==> config.mk <==
export PLATFORM = sky130hd
export DESIGN_NAME = gpio_alias_bank
export DESIGN_NICKNAME = d
export VERILOG_FILES = /design/src/rtl/gpio_alias_pkg.sv /design/src/rtl/gpio_alias_decode.sv /design/src/rtl/gpio_alias_reg.sv /design/src/rtl/gpio_in_sync.sv /design/src/rtl/gpio_alias_bank.sv
export SDC_FILE = /design/constraint.sdc
export NUM_CORES = 1
export LEC_CHECK = 0
export ABC_AREA = 0
export BUFFER_PORTS_ARGS = -buffer_cell sky130_fd_sc_hd__buf_2
export CORE_MARGIN = 2
export CORE_UTILIZATION = 50
export CTS_CLUSTER_DIAMETER = 150
export DETAILED_ROUTE_END_ITERATION = 8
export GPL_ROUTABILITY_DRIVEN = 1
export PLACE_DENSITY = 0.73
export SYNTH_ARGS = -nofsm -noshare
export SYNTH_HDL_FRONTEND = slang
export SYNTH_HIERARCHICAL = 1
export SYNTH_SLANG_ARGS = --single-unit
==> constraint.sdc <==
create_clock -name clk -period 5.1 [get_ports clk]
set_input_delay 0.255 -clock clk [delete_from_list [all_inputs] [get_ports clk]]
set_output_delay 0.255 -clock clk [all_outputs]
set_load 0.02 [all_outputs]
==> src/rtl/gpio_alias_pkg.sv <==
package gpio_alias_pkg;

  // Alias operation, taken from byte-address bits [3:2].
  typedef enum logic [1:0] {
    OP_WRITE  = 2'd0,
    OP_SET    = 2'd1,
    OP_CLEAR  = 2'd2,
    OP_TOGGLE = 2'd3
  } alias_op_e;

  // Which storage the decoded word offset reaches.
  typedef enum logic [1:0] {
    TGT_NONE   = 2'd0,
    TGT_ENABLE = 2'd1,
    TGT_LEVEL  = 2'd2,
    TGT_INPUT  = 2'd3
  } target_e;

  typedef struct packed {
    target_e   tgt;
    alias_op_e op;
  } access_t;

endpackage

==> src/rtl/gpio_alias_decode.sv <==
module gpio_alias_decode
  import gpio_alias_pkg::*;
#(
  parameter int ADDR_W = 8
) (
  input  logic [ADDR_W-1:0] addr,
  output access_t           acc
);
  localparam int WORD_W = ADDR_W - 2;

  logic [WORD_W-1:0] word;
  assign word = addr[ADDR_W-1:2];

  always_comb begin
    acc.tgt = TGT_NONE;
    acc.op  = alias_op_e'(word[1:0]);
    if (word < WORD_W'(8)) begin
      acc.tgt = word[2] ? TGT_LEVEL : TGT_ENABLE;
    end else if (word == WORD_W'(8)) begin
      acc.tgt = TGT_INPUT;
    end
  end
endmodule

==> src/rtl/gpio_alias_reg.sv <==
module gpio_alias_reg
  import gpio_alias_pkg::*;
#(
  parameter int           W         = 32,
  parameter logic [W-1:0] RESET_VAL = '0
) (
  input  logic         clk,
  input  logic         rst_n,
  input  logic         wr_en,
  input  alias_op_e    op,
  input  logic [W-1:0] mask,
  output logic [W-1:0] q
);
  logic [W-1:0] q_nxt;

  always_comb begin
    unique case (op)
      OP_WRITE:  q_nxt = mask;
      OP_SET:    q_nxt = q | mask;
      OP_CLEAR:  q_nxt = q & ~mask;
      OP_TOGGLE: q_nxt = q ^ mask;
      default:   q_nxt = q;
    endcase
  end

  always_ff @(posedge clk or negedge rst_n) begin
    if (!rst_n) begin
      q <= RESET_VAL;
    end else if (wr_en) begin
      q <= q_nxt;
    end
  end
endmodule

==> src/rtl/gpio_in_sync.sv <==
module gpio_in_sync #(
  parameter int W      = 32,
  parameter int STAGES = 2
) (
  input  logic         clk,
  input  logic         rst_n,
  input  logic [W-1:0] d,
  output logic [W-1:0] q
);
  logic [W-1:0] stg [STAGES];

  for (genvar s = 0; s < STAGES; s++) begin : g_stage
    if (s == 0) begin : g_first
      always_ff @(posedge clk or negedge rst_n) begin
        if (!rst_n) stg[s] <= '0;
        else        stg[s] <= d;
      end
    end else begin : g_next
      always_ff @(posedge clk or negedge rst_n) begin
        if (!rst_n) stg[s] <= '0;
        else        stg[s] <= stg[s-1];
      end
    end
  end

  assign q = stg[STAGES-1];
endmodule

==> src/rtl/gpio_alias_bank.sv <==
module gpio_alias_bank
  import gpio_alias_pkg::*;
#(
  parameter int PIN_W  = 32,
  parameter int ADDR_W = 8,
  parameter int DATA_W = 32
) (
  input  logic              clk,
  input  logic              rst_n,
  input  logic              bus_sel,
  input  logic              bus_we,
  input  logic [ADDR_W-1:0] bus_addr,
  input  logic [DATA_W-1:0] bus_wdata,
  output logic [DATA_W-1:0] bus_rdata,
  input  logic [PIN_W-1:0]  pin_in,
  output logic [PIN_W-1:0]  pin_out,
  output logic [PIN_W-1:0]  pin_oe_n
);
  localparam int SYNC_STAGES = 2;

  access_t          acc;
  logic             wr_strobe;
  logic             wr_enable_reg;
  logic             wr_level_reg;
  logic [PIN_W-1:0] mask;
  logic [PIN_W-1:0] enable_q;
  logic [PIN_W-1:0] level_q;
  logic [PIN_W-1:0] pins_sync;

  gpio_alias_decode #(.ADDR_W(ADDR_W)) u_dec (
    .addr (bus_addr),
    .acc  (acc)
  );

  assign wr_strobe     = bus_sel & bus_we;
  assign wr_enable_reg = wr_strobe && (acc.tgt == TGT_ENABLE);
  assign wr_level_reg  = wr_strobe && (acc.tgt == TGT_LEVEL);
  assign mask          = bus_wdata[PIN_W-1:0];

  gpio_alias_reg #(.W(PIN_W), .RESET_VAL({PIN_W{1'b1}})) u_enable (
    .clk   (clk),
    .rst_n (rst_n),
    .wr_en (wr_enable_reg),
    .op    (acc.op),
    .mask  (mask),
    .q     (enable_q)
  );

  gpio_alias_reg #(.W(PIN_W), .RESET_VAL({PIN_W{1'b0}})) u_level (
    .clk   (clk),
    .rst_n (rst_n),
    .wr_en (wr_level_reg),
    .op    (acc.op),
    .mask  (mask),
    .q     (level_q)
  );

  gpio_in_sync #(.W(PIN_W), .STAGES(SYNC_STAGES)) u_sync (
    .clk   (clk),
    .rst_n (rst_n),
    .d     (pin_in),
    .q     (pins_sync)
  );

  always_comb begin
    bus_rdata = '0;
    unique case (acc.tgt)
      TGT_ENABLE: bus_rdata[PIN_W-1:0] = enable_q;
      TGT_LEVEL:  bus_rdata[PIN_W-1:0] = level_q;
      TGT_INPUT:  bus_rdata[PIN_W-1:0] = pins_sync;
      default:    bus_rdata = '0;
    endcase
  end

  assign pin_out  = level_q;
  assign pin_oe_n = enable_q;
endmodule

==> summary.txt <==
Outcome
  • Status: complete, no violations

Die
  • Row count: 50
  • I/O pin total: 172
  • Die Y-Extent: around 140 um
  • Initial Util: 50.9%
  • Die footprint: between 20000 and 25000 um2
  • DIE WIDTH: 142 um
  • Core area: ~19000 um2

Route
  • First-pass DRT Iterations: 4
  • Final ANT Viol Nets: 0
  • DRT Wirelength: 20600 um
  • Iteration-0 DRC Markers: roughly 270
  • DRC violations left: 0
  • Post-DR vias/cell: ~5.3
  • Avg WL per Cell: approximately 17 um
  • Vias: around 6400

Synth
  • Post-Syn Nets: about 1000
  • Asr flop ratio synth: between 90% and 100%
  • Mapped Cells: around 800
  • Mapped Area: between 9000 and 10000 um2
  • Flops & latches, synth: about 130
  • Synth warnings: 6
  • Compound-cell area share of the yosys netlist: 20.3%
  • Sequential-to-total area share from yosys stat: between 30% and 40%
  • Most frequent cells after synthesis: ha_1, inv_1, dfrtp_1, mux2i_1, nand2_1
  • Largest family of logic cells by synthesized area: compound AO/OA/AOI/OAI gates
  • Xor/xnor cell area share of the yosys netlist: 0%
  • Synth top area cells: dfrtp_1, ha_1, dfstp_2, o221ai_2, mux2i_1
  • Mux contribution to synthesized area: between 10% and 20%
  • Post-Synth Adder-Cell Area: between 10% and 20%
  • Post-synth EDFFs: 0
  • Simple logic cell fraction of the synthesized area: ~3.3%
  • Synth cell types: 30
  • Area share of the largest cell type after synthesis: roughly 25%
  • Post-synth top flop: dfrtp_1
  • Avg Synthesized Cell Area: approximately 12 um2
  • Leading area contributor after synthesis: dfrtp_1

Clock network
  • # Post-CTS Setup Buffers: 0
  • Cts bufs inserted: 17
  • Htree depth: 4
  • Maximum buffer depth of the clock tree: 2
  • CTS tree: built
  • Clock latency on the worst-skew pair: around 0.41 ns
  • Post-CTS Hold Buffers: 33
  • Root Buffer: clkbuf_16
  • Clock-pin slew on the worst setup and hold paths: roughly 0.05 ns
  • Resize count post-CTS: 0
  • CTS Sinks: between 100 and 150

Critical path
  • Critical path type: in -> out
  • CP max FO: 39
  • CP cell instances: clkbuf_8 > or4b_1 > a211oi_4 > buf_4 > mux2_2 > a22o_1 > buf_2
  • Crit path max-delay family: buffers and inverters
  • Cell depth of the worst setup path: 7
  • Cell count of the worst reg-to-reg path: 5
  • Buf+Inv Stages, Crit Path: 3
  • Setup crit start: bus_addr[2]
  • Crit-path slowest cell: a211oi_4
  • CP startpoint kind: input pin
  • RR Startpoint: u_enable/q[1]
  • Critical Path RT: between 4 and 5 ns
  • Crit. End Element: output pin
  • Crit path largest cell delay: about 0.62 ns
  • Data arrival time of the worst path: ~3.2 ns

Layout
  • Synth-to-Final Area Change: 15.1%
  • Final nets: ~1200
  • Share of post-route cells with drive strength above 1: about 40%
  • Fin cells: ~1200
  • Number of fill cells in the layout: 1549
  • Fin util: between 50% and 60%

Power and ir drop
  • Clock share of power: ~31%
  • Cell Pwr Density: about 370 nW/um2
  • Sequential Power Share: approximately a third
  • P_int: 2700 uW
  • Sw frac: about a third
  • P_leak: 0.00544 uW
  • Power Total: between 4000 and 5000 uW
  • Logic pwr share: 34.1%
  • P_sw: about 1400 uW
  • Peak VDD IR: approximately 0.22 mV

Placement
  • Dpl cells: between 1000 and 1500
  • HPWL Detailed: 12900 um
  • Placer congestion estimate: about 0.72
  • IO buf count: 169

STA
  • Post-route setup TNS: 0 ns
  • RSZ-0062 raised after global routing: no
  • Final min period: between 3 and 4 ns
  • Period utilisation layout: approximately 67%
  • Final count of negative-setup-slack endpoints: 0
  • Final hold slack: ~0.16 ns
  • Least-Margin Pin Slew: 1.12 ns
  • Slew Limit Fails: 0
  • Final hold violation count: 0
  • Skew final: about 0.004 ns
  • Worst slew margin: around a quarter
  • Max Freq: ~290 MHz

Global routing
  • Vias in the first global route: roughly 6400
  • Global-route wire length before repair: approximately 33000 um
  • Pin count of the biggest net entering global routing: just under 80
  • Total gr overflow: 0
  • Total GRT Usage: between 20% and 30%
  • Antenna violations before repair: 2

Worst hold path
  • Hold Crit Class: in -> reg
  • Min-delay src: bus_wdata[8]
  • Hold depth: 3

Job
  • Max_cap viols: 0
cell type report:
class / count / area (um2) / area share (%)
diodes: 2 / 5.00 / 0.0458
clock inverters: 5 / 103 / 0.939
flip-flops and latches: 128 / 3240 / 29.7
inverters: 128 / 480 / 4.40
clock buffers: 26 / 499 / 4.57
repair buffers: 213 / 1270 / 11.7
multi-input cells: 460 / 5030 / 46.0
well taps: 234 / 293 / 2.68
per-layer routing:
metal  routed length (um)  global-route usage (%)  share of wire (%)  up-vias
met3                  843                    5.23                4.1        8
met4                   89                    4.47               0.43        0
li1                     -                       -                  -     3088
met2                 9920                    35.0                 48      149
met5                    0                       0                  0        -
met1                 9770                    27.8                 47     3151
cell families (layout without fill, tap and decap cells):
kind of cell	count (synthesis)	count (layout)
simple gates	68	68
compound gates	162	162
fa+ha+maj	128	128
mux	102	102
flops	128	128
buf+inv	216	372
other cells	0	2
tightest hold or removal path, stage by stage:
cell and delay (ns):
buf_2 0.13, o211ai_2 0.09, o221ai_2 0.05
stage by stage:
stage | cell area [um2] | setup slack [ns]
2_1_floorplan | 9500 | 2.68
3_3_place_gp | 9990 | 1.38
3_5_place_dp | 9990 | 1.33
4_1_cts | 10900 | 1.66
5_1_grt | 10900 | 1.54
6_report | 10900 | 1.68
sequential cells by signal, summed over array words and instances, names as in the netlist:
register,count
u_sync/stg,32
u_level/q,32
u_enable/q,32
u_sync/q,32
final timing paths:
kind | end | slack, ns
max in group asynchronous | u_level/q[25] | 3.42
max reg2reg | u_enable/q[1] | 3.72
min reg2reg | u_sync/q[2] | 0.35
min in group asynchronous | u_sync/stg[37] | 0.44
max | bus_rdata[27] | 1.68
min | u_level/q[8] | 0.16
cells in the final DEF (no fill, tap or decap):
master / instances
o221ai_2: 54
bufinv_16: 3
and4b_2: 1
mux2i_1: 70
ha_1: 128
inv_1: 128
buf_6: 1
o22ai_1: 6
o21ai_0: 1
o221ai_1: 4
mux2_4: 29
nand2b_1: 1
buf_2: 167
dlygate4sd3_1: 33
clkinv_2: 1
mux2_2: 3
dfrtp_1: 96
clkinvlp_4: 1
dfstp_2: 32
or4b_1: 1
clkbuf_16: 17
diode_2: 2
a21o_1: 6
o211ai_1: 4
nor4b_2: 1
a22o_1: 32
buf_4: 11
nor2b_4: 3
clkbuf_1: 5
a211oi_4: 1
o211ai_2: 54
and3_2: 1
nand2_1: 58
nand2_2: 2
clkbuf_8: 5
power by group through the flow:
stage	registers [uW]	clock network [uW]	logic [uW]
after floorplan	1610	0	832
final	1440	1250	1390
after detailed placement	1460	0	1370
after CTS	1450	1290	1400
after global placement	1460	0	1320
after global routing	1470	1340	1530
Power figures use the tool's default switching activity.
